`config.mk`:
```
export PLATFORM = sky130hd
export DESIGN_NAME = hs_deser
export DESIGN_NICKNAME = d
export VERILOG_FILES = /design/src/rtl/hs_deser_pkg.sv /design/src/rtl/hs_deser_fsm.sv /design/src/rtl/hs_deser_dp.sv /design/src/rtl/hs_deser.sv
export SDC_FILE = /design/constraint.sdc
export NUM_CORES = 1
export LEC_CHECK = 0
export CORE_MARGIN = 2
export CORE_UTILIZATION = 50
export DETAILED_ROUTE_END_ITERATION = 8
export PLACE_DENSITY = 0.85
export SLEW_MARGIN = 40
export SYNTH_ARGS = -nofsm -noshare
export SYNTH_HDL_FRONTEND = slang
export SYNTH_SLANG_ARGS = --single-unit
```
`constraint.sdc`:
```
create_clock -name clk -period 1.9 [get_ports clk]
set_input_delay 0.38 -clock clk [delete_from_list [all_inputs] [get_ports clk]]
set_output_delay 0.38 -clock clk [all_outputs]
set_load 0.01 [all_outputs]
```
`src/rtl/hs_deser_pkg.sv`:
```
package hs_deser_pkg;
   // State codes are fixed; unused codes fall back to idle.
   typedef enum logic [2:0] {
      ST_IDLE = 3'd0,
      ST_WAIT = 3'd1,
      ST_HAND = 3'd2,
      ST_WAKE = 3'd3,
      ST_CLK  = 3'd5
   } state_e;
endpackage

```
`src/rtl/hs_deser_fsm.sv`:
```
module hs_deser_fsm
   import hs_deser_pkg::*;
(
   input  logic   clk,
   input  logic   rst,
   input  logic   enable_i,
   input  logic   strobe_i,
   input  logic   read_i,
   input  logic   cnt_full,
   input  logic   pad,
   output state_e state_q,
   output state_e state_d
);
   always_comb begin
      state_d = ST_IDLE;
      case (state_q)
         ST_IDLE: state_d = enable_i ? ST_WAIT : ST_IDLE;
         ST_WAIT: begin
            if (read_i)        state_d = ST_IDLE;
            else if (strobe_i) state_d = ST_CLK;
            else               state_d = ST_WAIT;
         end
         ST_CLK:  state_d = read_i ? ST_IDLE : ST_HAND;
         ST_HAND: begin
            if (read_i)        state_d = ST_IDLE;
            else if (cnt_full) state_d = ST_WAKE;
            else if (pad)      state_d = ST_CLK;
            else if (strobe_i) state_d = ST_HAND;
            else               state_d = ST_WAIT;
         end
         ST_WAKE: begin
            if (read_i && !pad) state_d = ST_IDLE;
            else                state_d = ST_WAKE;
         end
         default: state_d = ST_IDLE;
      endcase
   end

   always_ff @(posedge clk) begin
      if (rst) state_q <= ST_IDLE;
      else     state_q <= state_d;
   end
endmodule

```
`src/rtl/hs_deser_dp.sv`:
```
module hs_deser_dp
   import hs_deser_pkg::*;
#(
   parameter int WORD_W    = 16,
   parameter bit MSB_FIRST = 1'b1
)(
   input  logic              clk,
   input  logic              rst,
   input  state_e            state_q,
   input  state_e            state_d,
   input  logic              data_i,
   input  logic              last_i,
   input  logic              read_i,
   output logic [WORD_W-1:0] word,
   output logic              cnt_full,
   output logic              pad_q
);
   localparam int CNT_W = $clog2(WORD_W);
   localparam logic [CNT_W-1:0] CNT_LAST = CNT_W'(WORD_W - 1);

   logic              shift_en;
   logic              shift_bit;
   logic [CNT_W-1:0]  cnt_q;
   logic [WORD_W-1:0] word_nx;

   always_comb begin
      shift_en  = (state_d == ST_CLK) &&
                  ((state_q == ST_WAIT) || (state_q == ST_HAND));
      shift_bit = (state_q == ST_WAIT) ? data_i : 1'b0;
   end

   generate
      if (MSB_FIRST) begin : g_msb
         assign word_nx = {word[WORD_W-2:0], shift_bit};
      end else begin : g_lsb
         assign word_nx = {shift_bit, word[WORD_W-1:1]};
      end
   endgenerate

   always_ff @(posedge clk) begin
      if (rst)           word <= '0;
      else if (shift_en) word <= word_nx;
   end

   // Loaded with the last index so the first increment wraps to zero.
   always_ff @(posedge clk) begin
      if (rst)
         cnt_q <= '0;
      else if ((state_q == ST_IDLE) && (state_d == ST_WAIT))
         cnt_q <= CNT_LAST;
      else if (state_q == ST_CLK)
         cnt_q <= cnt_q + 1'b1;
   end

   assign cnt_full = (cnt_q == CNT_LAST);

   always_ff @(posedge clk) begin
      if (rst)
         pad_q <= 1'b0;
      else if ((state_q == ST_WAIT) && (state_d == ST_CLK))
         pad_q <= last_i;
      else if ((state_q == ST_WAKE) && read_i)
         pad_q <= 1'b0;
   end
endmodule

```
`src/rtl/hs_deser.sv`:
```
module hs_deser
   import hs_deser_pkg::*;
#(
   parameter int WORD_W    = 16,
   parameter bit MSB_FIRST = 1'b1
)(
   input  logic              clk,
   input  logic              rst,
   input  logic              enable_i,
   input  logic              strobe_i,
   input  logic              data_i,
   input  logic              last_i,
   input  logic              read_i,
   output logic              ready_o,
   output logic              wake_o,
   output logic [WORD_W-1:0] word_o
);
   generate
      if (WORD_W < 2 || (1 << $clog2(WORD_W)) != WORD_W) begin : g_bad_width
         $error("hs_deser: WORD_W must be a power of two, at least 2");
      end
   endgenerate

   state_e            state_q;
   state_e            state_d;
   logic              cnt_full;
   logic              pad_q;
   logic [WORD_W-1:0] word;

   hs_deser_fsm u_fsm (
      .clk      (clk),
      .rst      (rst),
      .enable_i (enable_i),
      .strobe_i (strobe_i),
      .read_i   (read_i),
      .cnt_full (cnt_full),
      .pad      (pad_q),
      .state_q  (state_q),
      .state_d  (state_d)
   );

   hs_deser_dp #(.WORD_W(WORD_W), .MSB_FIRST(MSB_FIRST)) u_dp (
      .clk      (clk),
      .rst      (rst),
      .state_q  (state_q),
      .state_d  (state_d),
      .data_i   (data_i),
      .last_i   (last_i),
      .read_i   (read_i),
      .word     (word),
      .cnt_full (cnt_full),
      .pad_q    (pad_q)
   );

   assign ready_o = (state_q == ST_WAIT);
   assign wake_o  = (state_q == ST_WAKE);
   assign word_o  = (wake_o && read_i) ? word : '0;
endmodule

```
==> out/qor.csv <==
metric,value,unit
Final Max Slew Viols,0,
routed vias,984,
clk_skew,0.00174,ns
GP Congestion,0.765,
Clock Latency Late Sink,0.33,ns
Mapped Cells,125,
Placeable Area,2280,um^2
max cap viols,0,
initial core utilization,0.539,
hold buffer count at cts,0,
FMAX,538,MHz
sequential share of the synthesized area,0.391,
Ports,25,
LEAKAGE,0.730,nW
number of flops mapped to enable cells by yosys,0,
number of CTS-inserted buffers,3,
data required time of the worst path,1.52,ns
Synth Register Bits,24,
clock sink total,24,
Vias per Instance,5.35,
"Setup violations, final",0,
peak supply drop,0.508,mV
Hold Worst Slack,0.496,ns
row count,17,
DRC violation total after the first TritonRoute iteration,11,
largest net degree at the start of global routing,21,
Critical Path Sink Type,output port,
PwrDens,630,nW/um^2
DRC viols,0,
GRT overflow,0,
per-cell routed wire length,14.7,um
crit path kind,reg2out,
Synthesized Nets,133,
hpwl dp,1730,um
clk slew on worst S/H paths,0.14,ns
layout cells sized above 1,0.231,
Final Hold Vio Count,0,
"Net count, final",165,
die area,2870,um^2
area delta synth->final,29.0,%
ant diodes,0,
first-pass GRT wire length,4600,um
Die X,53.5,um
vias in the first global route,1015,
Avg Inst Size Synth,9.82,um^2
pre-CTS WS,-0.470,ns
fin worst setup slack,0.0415,ns
Netlist cell types,31,
worst min path class,reg2reg,
status,"complete, no violations",
ys flop type,dfxtp_1,
htree depth,1,
synthesized area,1230,um^2
Synthesis Warnings,0,
Die H,53.5,um
clock buffer depth,2,
fin crit period,1.86,ns
Critical Path Start Type,register,
ys async rst share,0,
Tcrit/Tclk final,0.978,
crit path DAT,1.48,ns
antenna violations before repair,0,
total track usage,0.225,
DRT Pass-1 Iters,4,
port buffer count,24,
Worst-Margin Slew,0.544,ns
"critical path fanouts, max",4,
Routed WL,2700,um
CTS Root Cell,clkbuf_4,
Layout fillers,190,
Slew HR,0.636,
DRT antenna net count,0,
unrepaired setup endpoints after global routing,no,
TritonCTS clock tree,yes,
-- timing repair --
item | CTS | global route
pin swaps | 2 | 0
cloned | 2 | 0
setup buffers | 3 | 0
setup endpoints to repair | 19 | 7
gates resized for setup | 34 | 8
-- area by class of cell --
| cell class | instances | area (um^2) | area share |
|---|---|---|---|
| Clock buffer | 3 | 22.5 | 0.0142 |
| Clock inverter | 1 | 30.0 | 0.0190 |
| Multi-Input combinational cell | 94 | 717 | 0.453 |
| Sequential cell | 24 | 485 | 0.307 |
| Tap cell | 28 | 35.0 | 0.0221 |
| Timing Repair Buffer | 34 | 293 | 0.185 |
-- state kept, by name, indices dropped and copies added, names as in the netlist --
| signal | count |
|---|---|
| u_dp.cnt_q | 4 |
| u_dp.pad_q | 1 |
| u_dp.word | 16 |
| u_fsm.state_q | 3 |
-- path summary, 6_finish.rpt --
kind | cells after the start | to | slack, ns | startpoint
max | 5 | word_o[9] | 0.04 | u_fsm.state_q[2]
min | 2 | u_dp.word[15] | 0.50 | u_dp.word[15]
max reg2reg | 6 | u_dp.word[1] | 0.07 | u_dp.cnt_q[0]
min reg2reg | 2 | u_dp.word[15] | 0.50 | u_dp.word[15]
-- report_power, final --
group	switching, mW	internal, mW
clock network	0.169	0.214
logic	0.0392	0.0492
registers	0.0103	0.515
total	0.219	0.778
-- worst max-delay path: stages (launching register included) --
cell and delay (ns):
dfxtp_2 0.39, and4b_2 0.26, buf_6 0.12, buf_6 0.11, and2_1 0.14, buf_2 0.13
-- synthesized netlist by cell type (2+ instances only) --
cell      instances  area [um^2]
dfxtp_1          24          480
nor3b_1           2         15.0
clkbuf_1          4         15.0
nand2_1           4         15.0
a21oi_1           7         35.0
buf_6             5         56.3
mux2i_1          16          160
nand2b_1         17          106
nor2b_1           2         12.5
xor2_1            2         17.5
xnor2_1           2         17.5
nor2_1            2         7.51
and2_1           16          100
and3b_2           2         20.0
o21ai_0           3         15.0
nand4b_1          2         17.5
-- routing by layer --
layer  vias up  part of all wire  GRT usage
met5         -                 0          0
met4         0             0.022      0.107
met3         8             0.043     0.0361
met2        20              0.49      0.397
met1       462              0.45      0.264
li1        494                 -          -
-- per-stage QoR --
| stage | total power, mW | setup TNS, ns | cell area [um^2] | cells | util |
|---|---|---|---|---|---|
| 3_3_place_gp | 0.617 | -8.10 | 1500 | 175 | 0.658 |
| 4_1_cts | 0.999 | 0 | 1580 | 184 | 0.695 |
| 3_5_place_dp | 0.621 | -9.19 | 1500 | 175 | 0.658 |
| 2_1_floorplan | 0.588 | 0 | 1230 | 125 | - |
| 5_1_grt | 1.02 | 0 | 1580 | 184 | 0.695 |
| 6_report | 0.997 | 0 | 1580 | 184 | 0.695 |
-- logic make-up after synthesis --
group	share of synthesized area
buf+inv	0.0581
compound gates	0.0632
mux	0.130
simple gates	0.318
fa+ha+maj	0.0102
xor+xnor	0.0285
flops	0.391
-- cell usage in the layout (no fill, tap or decap), types with 2 or more instances in the layout --
cell type / instances
clkdlybuf4s50_1: 5
mux2i_1: 15
dfxtp_1: 20
o21ai_0: 3
buf_4: 7
xnor2_1: 2
buf_6: 2
buf_2: 2
nand2b_1: 17
clkbuf_2: 3
nand2_1: 3
a21oi_1: 7
dfxtp_2: 4
nor2b_1: 2
and3b_2: 2
and2_1: 16
nor2_1: 2
nand4b_1: 2
clkbuf_4: 3
xor2_1: 2
dlygate4sd2_1: 14
and4b_2: 2
No activity file was read; power rests on OpenSTA's default activity.
